===== config.mk =====
export PLATFORM = sky130hd
export DESIGN_NAME = touch_scan_seq
export DESIGN_NICKNAME = d
export VERILOG_FILES = /design/src/rtl/tss_pkg.sv /design/src/rtl/tss_cmd_gen.sv /design/src/rtl/tss_spi_atom.sv /design/src/rtl/tss_ceil_div.sv /design/src/rtl/touch_scan_seq.sv
export SDC_FILE = /design/constraint.sdc
export NUM_CORES = 1
export LEC_CHECK = 0
export BUFFER_PORTS_ARGS = -buffer_cell sky130_fd_sc_hd__buf_4
export CELL_PAD_IN_SITES_DETAIL_PLACEMENT = 1
export CELL_PAD_IN_SITES_GLOBAL_PLACEMENT = 2
export CORE_ASPECT_RATIO = 0.75
export CORE_UTILIZATION = 40
export CTS_CLUSTER_DIAMETER = 120
export DETAILED_ROUTE_END_ITERATION = 6
export GPL_TIMING_DRIVEN = 0
export PLACE_DENSITY = 0.91
export SLEW_MARGIN = 40
export SYNTH_ARGS = -nofsm -noshare
export SYNTH_HDL_FRONTEND = slang
export SYNTH_SLANG_ARGS = --single-unit
export TNS_END_PERCENT = 20

===== constraint.sdc =====
create_clock -name clk -period 7.25 [get_ports clk]
set_clock_uncertainty 0.15 [all_clocks]
set_input_delay 0.725 -clock clk [delete_from_list [all_inputs] [get_ports clk]]
set_output_delay 0.725 -clock clk [all_outputs]
set_load 0.02 [all_outputs]

===== src/rtl/tss_pkg.sv =====
package tss_pkg;
    typedef enum logic [2:0] {
        SEQ_IDLE  = 3'd0,
        SEQ_PICK  = 3'd1,
        SEQ_SHIFT = 3'd2,
        SEQ_DIV   = 3'd3,
        SEQ_FIN   = 3'd4
    } seq_st_e;

    localparam int ATOM_BITS = 24;  // command byte plus 16-bit reply
    localparam int CMD_BITS  = 8;
    localparam int WORD_BITS = ATOM_BITS - CMD_BITS;
    localparam int RES_BITS  = 12;
    localparam int RES_LSB   = 3;   // result sits at bits 14:3 of the reply
endpackage


===== src/rtl/tss_cmd_gen.sv =====
module tss_cmd_gen
    import tss_pkg::*;
#(
    parameter int CHW = 3,
    parameter logic [(1<<CHW)-1:0] SE_MAP = 'hC5
) (
    input  logic [CHW-1:0]      ch,
    input  logic                last,
    output logic [CMD_BITS-1:0] cmd
);
    logic se;

    always_comb begin
        se  = SE_MAP[ch];
        // start bit, address, 12-bit mode, ref select, ref on, converter on
        cmd = {1'b1, 3'(ch), 1'b0, se, se, ~last};
    end
endmodule


===== src/rtl/tss_spi_atom.sv =====
module tss_spi_atom
    import tss_pkg::*;
#(
    parameter int DIVW = 8
) (
    input  logic                clk,
    input  logic                rst_n,
    input  logic                go,
    input  logic [CMD_BITS-1:0] cmd,
    input  logic [DIVW-1:0]     half_div,
    input  logic                miso,
    output logic                sclk,
    output logic                mosi,
    output logic                done,
    output logic [RES_BITS-1:0] sample
);
    localparam int BCW = $clog2(ATOM_BITS);

    typedef struct packed {
        logic                 act;
        logic                 sclk;
        logic                 done;
        logic [BCW-1:0]       bitn;
        logic [DIVW-1:0]      tcnt;
        logic [ATOM_BITS-1:0] tx;
        logic [WORD_BITS-1:0] rx;
    } atom_s;

    atom_s at_q, at_d;

    always_comb begin
        at_d      = at_q;
        at_d.done = 1'b0;
        if (go) begin
            at_d.act  = 1'b1;
            at_d.sclk = 1'b0;
            at_d.bitn = '0;
            at_d.tcnt = '0;
            at_d.tx   = {cmd, {WORD_BITS{1'b0}}};
            at_d.rx   = '0;
        end else if (at_q.act) begin
            if (at_q.tcnt == half_div) begin
                at_d.tcnt = '0;
                if (!at_q.sclk) begin
                    at_d.sclk = 1'b1;
                    at_d.rx   = {at_q.rx[WORD_BITS-2:0], miso};
                end else begin
                    at_d.sclk = 1'b0;
                    at_d.tx   = {at_q.tx[ATOM_BITS-2:0], 1'b0};
                    if (at_q.bitn == BCW'(ATOM_BITS - 1)) begin
                        at_d.act  = 1'b0;
                        at_d.done = 1'b1;
                    end else begin
                        at_d.bitn = at_q.bitn + 1'b1;
                    end
                end
            end else begin
                at_d.tcnt = at_q.tcnt + 1'b1;
            end
        end
    end

    always_ff @(posedge clk or negedge rst_n) begin
        if (!rst_n) at_q <= '0;
        else        at_q <= at_d;
    end

    assign sclk   = at_q.sclk;
    assign mosi   = at_q.tx[ATOM_BITS-1];
    assign done   = at_q.done;
    assign sample = at_q.rx[RES_LSB +: RES_BITS];
endmodule


===== src/rtl/tss_ceil_div.sv =====
module tss_ceil_div #(
    parameter int NW = 16,
    parameter int DW = 4,
    parameter int QW = 12
) (
    input  logic          clk,
    input  logic          rst_n,
    input  logic          go,
    input  logic [NW-1:0] num,
    input  logic [DW-1:0] den,
    output logic          done,
    output logic [QW-1:0] quo
);
    localparam int XW  = NW + 1;          // room for num + den - 1
    localparam int SCW = $clog2(XW + 1);

    typedef struct packed {
        logic           act;
        logic           done;
        logic [SCW-1:0] cnt;
        logic [DW-1:0]  rem;
        logic [DW-1:0]  dv;
        logic [XW-1:0]  qt;
    } div_s;

    div_s dv_q, dv_d;
    logic [DW:0] rsh;

    always_comb begin
        dv_d      = dv_q;
        dv_d.done = 1'b0;
        rsh       = {dv_q.rem, dv_q.qt[XW-1]};
        if (go) begin
            dv_d.act = 1'b1;
            dv_d.cnt = '0;
            dv_d.rem = '0;
            dv_d.dv  = den;
            dv_d.qt  = XW'(num) + XW'(den) - XW'(1);
        end else if (dv_q.act) begin
            if (rsh >= {1'b0, dv_q.dv}) begin
                dv_d.rem = DW'(rsh - {1'b0, dv_q.dv});
                dv_d.qt  = {dv_q.qt[XW-2:0], 1'b1};
            end else begin
                dv_d.rem = rsh[DW-1:0];
                dv_d.qt  = {dv_q.qt[XW-2:0], 1'b0};
            end
            if (dv_q.cnt == SCW'(XW - 1)) begin
                dv_d.act  = 1'b0;
                dv_d.done = 1'b1;
            end else begin
                dv_d.cnt = dv_q.cnt + 1'b1;
            end
        end
    end

    always_ff @(posedge clk or negedge rst_n) begin
        if (!rst_n) dv_q <= '0;
        else        dv_q <= dv_d;
    end

    assign done = dv_q.done;
    assign quo  = dv_q.qt[QW-1:0];
endmodule


===== src/rtl/touch_scan_seq.sv =====
module touch_scan_seq
    import tss_pkg::*;
#(
    parameter int NCH   = 8,
    parameter int SKIPW = 4,
    parameter int RATW  = 4,
    parameter int DIVW  = 8
) (
    input  logic                      clk,
    input  logic                      rst_n,
    input  logic                      start,
    input  logic [NCH-1:0]            chan_mask,
    input  logic [NCH*SKIPW-1:0]      settle_cnt,
    input  logic [NCH*RATW-1:0]       avg_cnt,
    input  logic [DIVW-1:0]           sclk_half,
    input  logic                      miso,
    output logic                      sclk,
    output logic                      cs_n,
    output logic                      mosi,
    output logic                      busy,
    output logic                      res_valid,
    output logic [$clog2(NCH)-1:0]    res_ch,
    output logic [RES_BITS-1:0]       res_data,
    output logic                      done
);
    localparam int CHW  = $clog2(NCH);
    localparam int ACCW = RES_BITS + RATW;
    localparam int CNTW = ((SKIPW > RATW) ? SKIPW : RATW) + 1;

    typedef struct packed {
        seq_st_e              st;
        logic [NCH-1:0]       mask;
        logic [NCH*SKIPW-1:0] skips;
        logic [NCH*RATW-1:0]  ratios;
        logic [DIVW-1:0]      hdiv;
        logic [CHW-1:0]       ch;
        logic [CNTW-1:0]      cnt;
        logic [ACCW-1:0]      acc;
        logic                 cs_n;
        logic                 go;
        logic                 dgo;
        logic                 rvalid;
        logic [CHW-1:0]       rch;
        logic [RES_BITS-1:0]  rdata;
        logic                 done;
    } seq_s;

    seq_s sq_q, sq_d;

    logic [SKIPW-1:0]    skip_a [NCH];
    logic [RATW-1:0]     rat_a  [NCH];
    logic [SKIPW-1:0]    cur_skip;
    logic [RATW-1:0]     cur_rat;
    logic [CNTW-1:0]     grp_len;
    logic                grp_last;
    logic                hi_rest;
    logic [ACCW-1:0]     acc_n;
    logic [CMD_BITS-1:0] cmd_w;
    logic                at_done;
    logic [RES_BITS-1:0] at_sample;
    logic                dv_done;
    logic [RES_BITS-1:0] dv_quo;

    // per-channel view of the captured configuration; zero average count means one
    for (genvar gi = 0; gi < NCH; gi++) begin : g_cfg
        assign skip_a[gi] = sq_q.skips[gi*SKIPW +: SKIPW];
        assign rat_a[gi]  = (sq_q.ratios[gi*RATW +: RATW] == '0) ?
                            RATW'(1) : sq_q.ratios[gi*RATW +: RATW];
    end

    assign cur_skip = skip_a[sq_q.ch];
    assign cur_rat  = rat_a[sq_q.ch];
    assign grp_len  = CNTW'(cur_skip) + CNTW'(cur_rat);
    assign grp_last = (sq_q.cnt == grp_len - 1'b1);
    assign hi_rest  = |(sq_q.mask >> (int'(sq_q.ch) + 1));

    tss_cmd_gen #(.CHW(CHW)) cmd_i (
        .ch   (sq_q.ch),
        .last (grp_last),
        .cmd  (cmd_w)
    );

    tss_spi_atom #(.DIVW(DIVW)) atom_i (
        .clk      (clk),
        .rst_n    (rst_n),
        .go       (sq_q.go),
        .cmd      (cmd_w),
        .half_div (sq_q.hdiv),
        .miso     (miso),
        .sclk     (sclk),
        .mosi     (mosi),
        .done     (at_done),
        .sample   (at_sample)
    );

    tss_ceil_div #(.NW(ACCW), .DW(RATW), .QW(RES_BITS)) div_i (
        .clk   (clk),
        .rst_n (rst_n),
        .go    (sq_q.dgo),
        .num   (sq_q.acc),
        .den   (cur_rat),
        .done  (dv_done),
        .quo   (dv_quo)
    );

    always_comb begin
        sq_d        = sq_q;
        sq_d.go     = 1'b0;
        sq_d.dgo    = 1'b0;
        sq_d.rvalid = 1'b0;
        sq_d.done   = 1'b0;
        acc_n       = '0;
        case (sq_q.st)
            SEQ_IDLE: begin
                if (start) begin
                    if (chan_mask == '0) begin
                        sq_d.done = 1'b1;
                    end else begin
                        sq_d.st     = SEQ_PICK;
                        sq_d.mask   = chan_mask;
                        sq_d.skips  = settle_cnt;
                        sq_d.ratios = avg_cnt;
                        sq_d.hdiv   = sclk_half;
                        sq_d.ch     = '0;
                    end
                end
            end
            SEQ_PICK: begin
                if (sq_q.mask[sq_q.ch]) begin
                    sq_d.st   = SEQ_SHIFT;
                    sq_d.cnt  = '0;
                    sq_d.acc  = '0;
                    sq_d.go   = 1'b1;
                    sq_d.cs_n = 1'b0;
                end else begin
                    sq_d.ch = sq_q.ch + 1'b1;
                end
            end
            SEQ_SHIFT: begin
                if (at_done) begin
                    acc_n    = sq_q.acc + ((sq_q.cnt >= CNTW'(cur_skip)) ?
                                           ACCW'(at_sample) : ACCW'(0));
                    sq_d.acc = acc_n;
                    if (grp_last) begin
                        sq_d.st  = SEQ_DIV;
                        sq_d.dgo = 1'b1;
                    end else begin
                        sq_d.cnt = sq_q.cnt + 1'b1;
                        sq_d.go  = 1'b1;
                    end
                end
            end
            SEQ_DIV: begin
                if (dv_done) begin
                    sq_d.rvalid = 1'b1;
                    sq_d.rch    = sq_q.ch;
                    sq_d.rdata  = dv_quo;
                    if (hi_rest) begin
                        sq_d.ch = sq_q.ch + 1'b1;
                        sq_d.st = SEQ_PICK;
                    end else begin
                        sq_d.st = SEQ_FIN;
                    end
                end
            end
            SEQ_FIN: begin
                sq_d.done = 1'b1;
                sq_d.cs_n = 1'b1;
                sq_d.st   = SEQ_IDLE;
            end
            default: sq_d.st = SEQ_IDLE;
        endcase
    end

    always_ff @(posedge clk or negedge rst_n) begin
        if (!rst_n) begin
            sq_q      <= '0;
            sq_q.cs_n <= 1'b1;
        end else begin
            sq_q <= sq_d;
        end
    end

    assign cs_n      = sq_q.cs_n;
    assign busy      = (sq_q.st != SEQ_IDLE);
    assign res_valid = sq_q.rvalid;
    assign res_ch    = sq_q.rch;
    assign res_data  = sq_q.rdata;
    assign done      = sq_q.done;
endmodule


==> results.ini <==
[yosys]
yosys-mux-area-fraction_pct=15.9
synthXorXnorAreaFrac_pct=3.42
yosys.area_share.simple_pct=11.5
postSynthCellCount=1070
synth_edf_count=0
synth.avg_cell_area_sq_um=10.8
async_reset_ff_share_pct=100
synth_cell_type_count=69
synthAdderAreaFrac_pct=6.56
yosys_register_bits=213
yosys_warnings=0
yosysSeqAreaShare_pct=46.3
synth_compound_area_share_pct=11.6
synth_top_family_by_area=multiplexers
synth_area_sq_mm=0.0115
syn_nets=1212
ys.flop_type=dfrtp_1

[timing]
hold_violations=0
fin_crit_ps=6450
post-route-period-util_pct=89.0
rsz0062_at_grt=false
relSlewSlack_pct=44.8
fmax_mhz=155
finalSetupTns_ps=0
slew_violations=0
worst_slew_pin_slew_ps=828
setup_violations=0

[grt]
grt_max_degree=68
antenna_found_initial=0
grt_pass1_wl_mm=49.4
track_usage_pct=21.2
overflow=0
grt_pass1_vias=9083

[run]
cap_viol_max_count=0

[setup_path]
cp.required_ps=7550
critPathLaunchType=flop
worstPathMaxFanout=10
critPathKind=reg2reg
worstPathArrival_ps=6750
critPathCaptureType=flop
r2r_cells=19

[power_and_ir_drop]
leakage_nw=6.60
power_density_mw_per_mm2=182
netSwitchingPower_mw=0.529
finalPower_mw=2.48
pwr-share-seq_pct=47.8
sw_frac_of_total_pct=21.3
clkPwrFrac_pct=49.5
p_int_mw=1.96
vdd_ir_drop_max_mv=0.146
combinationalPowerShare_pct=2.7

[detailed_routing]
drc_errors=0
antenna_left=0
drt-total-wl_mm=30.3
wl_per_cell_microns=18.9
wl_met3_mm=1.08
dr.pass1.iters=5
top_layer=met4
drtIter0Drc=403
vias_per_cell=5.37
num_vias=8614
wl_met1_mm=15.2
wl_met2_mm=13.5

[cells_and_area]
utilization_pct=48.5
area_delta_synth_final_pct=18.5
fin_cells=1603
antenna_cells=0
drive_gt1_share_pct=24.3
layout.nets=1344
multi_input_area_sq_mm=0.00564
nFillCells=3100
fin_area_sq_mm=0.0137
ff_latch_area_sq_mm=0.00533

[floorplanning]
io_pins=105
num_rows=53
die_height_microns=149
dieWidth_microns=198
core-area_sq_mm=0.0282
dieArea_sq_mm=0.0295
initial_utilization_pct=40.9

[clocking]
postCtsSetupBuffers=0
post_cts_resized=0
numClockSinks=213
clkLatencyLatePin_ps=510
ctsHoldBuffers=0
cts-root-buf=clkbuf_16
clk_pin_slew_worst_paths_ps=60
cts_buffers=23
clk_path_buf_depth=3
cts_max_level=1
tritoncts=yes

[status]
outcome=completed

[min_path]
hold_class=in2async

[placed_design]
gp_congestion=0.842
hpwl_mm=22.6
placed_area_sq_mm=0.0129
port-buffer-count=104
place_inst=1562

metal layers:
layer	vias to the layer above	track usage (%)
met5	-	0
met4	0	3.72
met3	38	3.05
met2	127	32.9
met1	4400	31.6
li1	4049	-
critical path, stage by stage (launching register included):
cell	delay, ps
dfrtp_1	360
buf_2	230
buf_1	470
clkbuf_1	680
mux4_2	410
mux2i_1	330
ha_1	310
a21o_1	160
a21o_1	190
a211oi_1	370
clkbuf_1	460
nor2b_1	110
ha_1	250
fa_1	450
a211oi_1	320
o21ai_0	200
a21oi_1	350
a21oi_1	190
a211oi_1	270
a31o_2	140
path summary, 6_finish.rpt:
path                                  from  slack [ps]         endpoint
setup / recovery                  sq_q[42]         800         sq_q[34]
hold / removal                       rst_n           7         sq_q[74]
hold reg to reg            atom_i.at_q[34]         330  atom_i.at_q[34]
max in group asynchronous            rst_n        6240        res_ch[0]
setup reg to reg                  sq_q[42]         800         sq_q[34]
min in group clk                      miso         290   atom_i.at_q[0]
cells in the mapped netlist, types with 4 or more instances:
library cell | count | area [sq um]
ha_1 | 54 | 676
o21ai_0 | 54 | 270
o21ai_1 | 8 | 40.0
nor2_1 | 50 | 188
mux4_2 | 15 | 338
dfrtp_1 | 212 | 5310
a21o_1 | 17 | 128
and3_1 | 11 | 68.8
a211oi_1 | 15 | 113
mux2_2 | 98 | 1100
buf_2 | 10 | 50.1
a211o_1 | 4 | 35.0
nand4_1 | 10 | 62.6
nor3_1 | 21 | 105
xnor2_1 | 27 | 236
nor2b_1 | 22 | 138
nand2_1 | 90 | 338
o211ai_1 | 5 | 37.5
mux2i_1 | 38 | 380
xor2_1 | 18 | 158
a31oi_1 | 11 | 68.8
and2_1 | 4 | 25.0
clkbuf_1 | 39 | 146
inv_1 | 53 | 199
a21oi_1 | 39 | 195
fa_1 | 4 | 80.1
nand2b_1 | 11 | 68.8
or3_1 | 5 | 31.3
o31ai_1 | 9 | 67.6
buf_1 | 5 | 18.8
nor4_1 | 5 | 31.3
buf_4 | 16 | 120
a22o_1 | 15 | 131
o21a_1 | 4 | 30.0
nand3_1 | 21 | 105
power groups by stage:
stage	sequential, mW	clock (mW)	combinational (mW)
after global placement	1.21	0	0.0628
final	1.19	1.23	0.0675
after detailed placement	1.21	0	0.0696
after global routing	1.19	1.30	0.0750
after CTS	1.19	1.26	0.0699
after floorplan	1.21	0	0.000887
layout make-up:
cell class	count	area share, %
repair buffers	107	6.32
flip-flops and latches	213	39.0
well taps	385	3.53
multi-input cells	732	41.3
clock buffers	33	5.08
inverters	54	1.48
plain buffers	71	2.55
clock inverters	8	0.687
cell usage in the layout, fill, tap and decap left out, drive strengths merged, types with 5 or more instances in the layout:
master	instances
nand2	91
a21o	17
mux4	15
a31oi	11
buf	138
a211oi	15
nor2b	22
nand2b	11
o21ai	62
xor2	18
xnor2	27
inv	54
nor4	5
nand3	21
a21oi	39
o211ai	5
mux2	99
clkbuf	73
nor2	52
a22o	15
and3	11
dfrtp	212
nand4	10
o31ai	9
mux2i	38
ha	54
or3	5
nor3	21
clkinv	6
metrics by stage:
| step | hold WS, ps | setup WS (ps) |
|---|---|---|
| after floorplan | 279 | 2210 |
| after global placement | 312 | 930 |
| after detailed placement | 321 | 893 |
| after CTS | 5.85 | 841 |
| after global routing | 29.0 | 363 |
| final | 7.25 | 797 |
registers in the layout, indices dropped and copies added, names as in the netlist:
name	cells
atom_i.at_q	39
atom_i.done	1
atom_i.mosi	1
atom_i.sample	12
atom_i.sclk	1
cs_n	1
div_i.done	1
div_i.dv_q	19
div_i.quo	12
done	1
res_ch	3
res_data	12
res_valid	1
skip_a	32
sq_q	77
cell families (layout without fill, tap and decap cells):
logic type               Yosys count  after routing
AND/OR/NAND/NOR                  269            269
AO/OA/AOI/OAI                    208            208
buffers and inverters            125            273
XOR/XNOR                          45             45
adder cells (fa/ha/maj)           58             58
multiplexers                     152            152
flip-flops                       213            213
Power figures use the tool's default switching activity.
